<file path="config.mk">
export PLATFORM = sky130hd
export DESIGN_NAME = opIsoTop
export DESIGN_NICKNAME = d
export VERILOG_FILES = /design/src/rtl/opIsoPkg.sv /design/src/rtl/opIsoCtrl.sv /design/src/rtl/opIsoDatapath.sv /design/src/rtl/opIsoTop.sv
export SDC_FILE = /design/constraint.sdc
export NUM_CORES = 1
export LEC_CHECK = 0
export BUFFER_PORTS_ARGS = -buffer_cell sky130_fd_sc_hd__buf_2
export CORE_UTILIZATION = 56
export CTS_CLUSTER_DIAMETER = 100
export DETAILED_ROUTE_END_ITERATION = 8
export GPL_ROUTABILITY_DRIVEN = 0
export PLACE_DENSITY = 0.83
export SETUP_SLACK_MARGIN = 0.2
export SYNTH_ARGS = -nofsm -noshare
export SYNTH_HDL_FRONTEND = slang
export SYNTH_SLANG_ARGS = --single-unit
</file>
<file path="constraint.sdc">
create_clock -name clk -period 4.55 [get_ports clk]
set_input_delay 0.455 -clock clk [delete_from_list [all_inputs] [get_ports clk]]
set_output_delay 0.455 -clock clk [all_outputs]
set_load 0.005 [all_outputs]
</file>
<file path="src/rtl/opIsoPkg.sv">
package opIsoPkg;
  // Strobes passed from control to datapath each cycle
  typedef struct packed {
    logic capAB;   // load first operand pair
    logic capCD;   // load second operand pair
    logic loadRes; // load output register
    logic selRes;  // 0: sum, 1: product
  } strobes_t;
endpackage

</file>
<file path="src/rtl/opIsoCtrl.sv">
module opIsoCtrl
  import opIsoPkg::*;
(
  input  logic     clk,
  input  logic     rst,
  input  logic     selIn,
  input  logic     loadOp,
  input  logic     loadOut,
  output strobes_t stb
);
  logic capAny;
  logic pendQ;
  logic selQ;

  // Capture only when an output load will consume the result
  assign capAny = loadOp & loadOut;

  always_ff @(posedge clk) begin
    if (rst) begin
      pendQ <= 1'b0;
      selQ  <= 1'b0;
    end else begin
      pendQ <= capAny;
      if (capAny) selQ <= selIn;
    end
  end

  always_comb begin
    stb.capAB   = capAny & ~selIn;
    stb.capCD   = capAny & selIn;
    stb.loadRes = pendQ;
    stb.selRes  = selQ;
  end
endmodule

</file>
<file path="src/rtl/opIsoDatapath.sv">
module opIsoDatapath
  import opIsoPkg::*;
#(
  parameter int W = 8
) (
  input  logic         clk,
  input  logic         rst,
  input  strobes_t     stb,
  input  logic [W-1:0] aIn,
  input  logic [W-1:0] bIn,
  input  logic [W-1:0] cIn,
  input  logic [W-1:0] dIn,
  output logic [W-1:0] opA,
  output logic [W-1:0] opB,
  output logic [W-1:0] opC,
  output logic [W-1:0] opD,
  output logic [W-1:0] resQ
);
  localparam int NOPS = 4;

  logic [W-1:0] inVec  [NOPS];
  logic [W-1:0] regVec [NOPS];
  logic [NOPS-1:0] enVec;
  logic [W-1:0] sumW;
  logic [W-1:0] prodW;

  assign inVec[0] = aIn;
  assign inVec[1] = bIn;
  assign inVec[2] = cIn;
  assign inVec[3] = dIn;
  assign enVec    = {stb.capCD, stb.capCD, stb.capAB, stb.capAB};

  // One enabled register per operand; disabled ones never toggle
  for (genvar i = 0; i < NOPS; i++) begin : g_opReg
    always_ff @(posedge clk) begin
      if (rst)           regVec[i] <= '0;
      else if (enVec[i]) regVec[i] <= inVec[i];
    end
  end

  assign opA = regVec[0];
  assign opB = regVec[1];
  assign opC = regVec[2];
  assign opD = regVec[3];

  // Both functions truncate to W bits
  assign sumW  = opA + opB;
  assign prodW = opC * opD;

  always_ff @(posedge clk) begin
    if (rst)              resQ <= '0;
    else if (stb.loadRes) resQ <= stb.selRes ? prodW : sumW;
  end
endmodule

</file>
<file path="src/rtl/opIsoTop.sv">
module opIsoTop
  import opIsoPkg::*;
#(
  parameter int W = 8
) (
  input  logic         clk,
  input  logic         rst,
  input  logic [W-1:0] a_in,
  input  logic [W-1:0] b_in,
  input  logic [W-1:0] c_in,
  input  logic [W-1:0] d_in,
  input  logic         sel_in,
  input  logic         load_op,
  input  logic         load_out,
  output logic [W-1:0] res_out
);
  strobes_t     stb;
  logic [W-1:0] opA, opB, opC, opD;

  opIsoCtrl u_ctrl (
    .clk(clk), .rst(rst), .selIn(sel_in),
    .loadOp(load_op), .loadOut(load_out), .stb(stb)
  );

  opIsoDatapath #(.W(W)) u_dp (
    .clk(clk), .rst(rst), .stb(stb),
    .aIn(a_in), .bIn(b_in), .cIn(c_in), .dIn(d_in),
    .opA(opA), .opB(opB), .opC(opC), .opD(opD),
    .resQ(res_out)
  );
endmodule

</file>
Word level (Yosys, flattened, before mapping)
Memories as Yosys holds them, arrays and structs flattened.
Index checks and enable logic that the tools add are counted.
{"block": "word_totals", "register_bits": 10, "mem_bits_rw": 32, "input_bits": 37, "output_inout_bits": 8, "wordCells": 27, "memories": 1}
{"block": "classes", "n_addsub": 1, "mul": 1, "mux": 13, "n_bitwise": 8}
{"memory": "u_dp.regVec", "depth": 4, "width": 8, "read_ports": 4, "rd_ports_with_merged_regs": 0, "wr": 4, "line_no": "opIsoDatapath.sv:22", "rtl": "logic [W-1:0] regVec [NOPS];"}
{"operator": "two-way mux 8 bit", "n": 5}
{"operator": "adder 8 bit", "n": 1}
{"operator": "multiplier 8 x 8 -> 8 bit", "n": 1}
{"operator": "two-way mux 1 bit", "n": 8}
{"operator": "bitwise OR 1 bit", "n": 4}
{"operator": "AND 1 bit", "n": 3}
{"operator": "NOT 1 bit", "n": 1}

Depth between registers and ports, before layout
{"block": "logic_depth", "ltp_word": 6, "ltp_mapped": 15, "depth_no_buf": 15}

Hierarchy
From an unflattened synthesis, not the netlist that was laid out.
{"block": "unflattened", "hier_cells": 264, "area_unflattened_um2": 2827.7}
{"mod": "opIsoDatapath", "instances": 1, "cells_each": 254, "area_each_um2": 2732.6, "seq_area_each_um2": 1121.1}
{"mod": "opIsoCtrl", "instances": 1, "cells_each": 10, "area_each_um2": 95.1, "seq_area_each_um2": 40.0}

Least setup slack after synthesis
OpenSTA, ideal clock, no wires.
{"block": "synth_timing", "path_kind": "flip-flop to flip-flop", "start": "memory u_dp.regVec[2][1]", "end": "register u_dp.resQ[7]", "setup_ns": 0.087, "arrival_time_ns": 3.446, "required_time_ns": 4.463, "path_slack_ns": 1.017, "path_stages_with_launch": 14, "path_buffers": 0, "synth_period_minus_slack_ns": 3.533, "path_cell_list": "edfxtp_1 > nand2_1 > fa_1 > fa_1 > inv_1 > fa_1 > inv_1 > fa_1 > inv_1 > ha_1 > a21oi_1 > xnor2_1 > xnor2_1 > o31ai_1"}
{"item": "start: declaration", "line_no": "opIsoDatapath.sv:22"}
{"item": "end signal: assignment", "line_no": "opIsoDatapath.sv:52", "rtl": "else if (stb.loadRes) resQ <= stb.selRes ? prodW : sumW;"}
{"item": "end: declaration", "line_no": "opIsoDatapath.sv:17", "rtl": "output logic [W-1:0] resQ"}

==> results.cfg <==
[grt]
gr-total-overflow = 0
grt_start_max_net_pins = 20
grt_pass1_vias = 1852
antenna_found_initial = 0
grt_pass1_wl_mm = 8.22
grt.total_usage_pct = 20.7

[critical_path]
critPathLaunch = u_dp.regVec[2][1]
worst-path-max-fanout = 7
cp_data_arrival_time_ns = 3.93
rr_worst_depth = 13
cp_slowest_stage_delay_ns = 0.54
startpoint_type = flip-flop
crit_top_cell = fa_1
reg2reg_to = u_dp.resQ[7]
crit_chain = nand2_1 > fa_1 > fa_1 > inv_1 > fa_1 > inv_1 > fa_1 > inv_1 > ha_1 > a21oi_1 > xnor2_1 > xnor2_1 > o31ai_1
worstSetupEndpoint = u_dp.resQ[7]
path_class = flip-flop to flip-flop
critPathSlowestCell = fa_1
r2r-start = u_dp.regVec[2][1]
reg2reg_slack_ns = 0.84
setup.worst_path.end_class = flip-flop
worstPathRequired_ns = 4.77

[synthesis]
synthCells = 266
yosysTopAreaCell = edfxtp_1
synthFlopType = edfxtp_1
synthArstFlopShare_pct = 0
syn-num-nets = 339
synth_top_area_share_pct = 34.6
syn_avg_cell_area_um2 = 10.5
ys_types = 36
synth_edf_count = 32
synth.area.top_cells = edfxtp_1, ha_1, fa_1
ys_ff_latch = 42
syn_area_um2 = 2780
yosys_warnings = 0
ys_seq_area_share_pct = 41.8
synth_commonest_cells = and2_1, edfxtp_1, inv_1

[routing]
wl_per_cell_um = 12.8
num_vias = 1968
postRouteAntennaNets = 0
wl_met3_um = 172
drc_errors = 0
routed-wl-met2_mm = 2.45
avgViaCountPerCell = 5.21
wl_met1_mm = 2.14
dr.pass1.iters = 4
drt-total-wl_mm = 4.86
top_layer = met4
drtIter0Drc = 84

[finish]
num_antenna_cells = 0
finalNetCount = 383
postLayoutCoreUtil_pct = 66.7
n_fill_cell = 392
areaGrowthSynthToFinish_pct = 14.1
fin_cells = 378
layout-drive-gt1-share_pct = 18.3

[floorplan]
coreArea_um2 = 4750
die_area_um2 = 5250
num_rows = 25
die_y_um = 72.5
io_pins = 45
initial_core_util_pct = 58.5
die_x_um = 72.5

[timing]
finalClockSkew_ns = 0.00819
clock.fmax_mhz = 269
layout_min_cycle_time_ns = 3.71
tns_ns = 0
min_period_over_period_pct = 81.6
tightest_slew_ns = 1.05
rsz0062_at_grt = false
drv_slew = 0
slew_headroom_pct = 29.7
hold_viol = 0
setup_viol_count_final = 0

[power_and_ir_drop]
ir_drop_mv = 0.242
power_mw = 1.05
p_clk_share_pct = 27.8
powerDensity_nw_per_um2 = 332
power_switching_share_pct = 29.0
power.leakage_nw = 1.46
p_int_uw = 747
comb_power_share_pct = 28.1
switching_power_uw = 306
pwr-share-seq_pct = 44.0

[job]
cap_violations = 0

[placed_design]
dp.cells = 370
dp_hpwl_mm = 3.83
portBuffers = 44

[clocking]
clkTransAtPathRegs_ns = 0.08
hold_buffers = 0
clockBufferDepth = 2
cts_root_buffer = clkbuf_8
cts_buffers = 5
cts_resized = 0
cts.sinks = 42
cts_setup_buffers = 0
cts_tree = yes
clk_latency_ns = 0.30
cts_max_level = 2

[worst_hold_path]
hold_class = input port to flip-flop
holdCritStartpoint = b_in[0]

[status]
status = complete, no violations
-- critical path: cells and delay by family (launching register included) --
family	cells	cell delay (ns)
AOI/OAI and AO/OA	2	0.38
xor gates and xnor gates	2	0.25
adders and majority gates	5	2.31
buffers and inverters	3	0.14
DFF	1	0.45
and+or+nand+nor	1	0.11
-- how the worst min path moves through the flow --
stage / to / slack [ns] / cells past startpoint
2_1_floorplan: u_dp.resQ[5] / 0.47 / 2
3_3_place_gp: u_dp.resQ[5] / 0.46 / 2
3_5_place_dp: u_dp.resQ[5] / 0.47 / 2
4_1_cts: u_dp.regVec[1][0] / 0.43 / 2
5_1_grt: u_dp.regVec[1][5] / 0.42 / 2
6_report: u_dp.regVec[1][0] / 0.43 / 2
-- state kept, by name (all words and copies together) (netlist names) --
signal / count
u_ctrl.pendQ: 1
u_dp.resQ: 8
u_dp.regVec: 32
u_ctrl.selQ: 1
-- layout make-up --
class / instances / area (um^2) / share of cell area (%)
multi-input cells: 185 / 1470 / 46.4
well taps: 67 / 83.8 / 2.64
clock buffers: 6 / 72.6 / 2.29
clock inverters: 2 / 37.5 / 1.18
repair buffers: 45 / 228 / 7.18
inverters: 31 / 116 / 3.67
flip-flops and latches: 42 / 1160 / 36.6
-- per-layer routing --
metal  global-route usage [%]  vias up
met1                     25.4      936
li1                         -      982
met2                     35.1       41
met3                     4.44        9
met4                     8.93        0
met5                        0        -
-- cells in the final DEF, fill, tap and decap left out, types with 2 or more instances in the layout --
| master | netlist | layout |
|---|---|---|
| inv_1 | 31 | 31 |
| dfxtp_1 | 10 | 10 |
| edfxtp_1 | 32 | 32 |
| nor3b_1 | 2 | 2 |
| and3_1 | 16 | 16 |
| nor3_1 | 5 | 5 |
| clkbuf_8 | 0 | 5 |
| buf_2 | 0 | 44 |
| nand2_1 | 24 | 24 |
| a311oi_1 | 3 | 3 |
| a21o_1 | 3 | 3 |
| nand2b_1 | 2 | 2 |
| fa_1 | 13 | 13 |
| o21ai_0 | 4 | 4 |
| o21a_1 | 3 | 3 |
| a21oi_1 | 9 | 9 |
| nor2_1 | 10 | 10 |
| xor2_1 | 4 | 4 |
| nand3_1 | 2 | 2 |
| and2_1 | 32 | 32 |
| ha_1 | 23 | 23 |
| xnor2_1 | 15 | 15 |
-- power groups by stage --
stage / logic, mW / registers, mW / clock network [mW]
after CTS: 0.300 / 0.463 / 0.295
final: 0.296 / 0.464 / 0.293
after detailed placement: 0.295 / 0.472 / 0
after global placement: 0.288 / 0.471 / 0
after floorplan: 0.233 / 0.462 / 0
after global routing: 0.337 / 0.467 / 0.307
-- metrics by stage --
step           area, um^2  worst slack [ns]  hold slack, ns
3_5_place_dp         3060             0.815           0.465
3_3_place_gp         3060             0.896           0.465
2_1_floorplan        2780              1.02           0.468
6_report             3170             0.837           0.427
4_1_cts              3170             0.808           0.427
5_1_grt              3170             0.664           0.425
-- cell families (layout without fill, tap and decap cells) --
kind of cell               count (synthesis)  count (layout)  share of synthesized area (%)
and+or+nand+nor                           98              98                           19.4
DFF                                       42              42                           41.8
buffers and inverters                     39              84                           5.27
adders and majority gates                 36              36                           19.7
AOI/OAI and AO/OA                         31              31                           7.56
xor gates and xnor gates                  19              19                           5.99
muxes                                      1               1                          0.360
(Power assumes the default switching activity.)
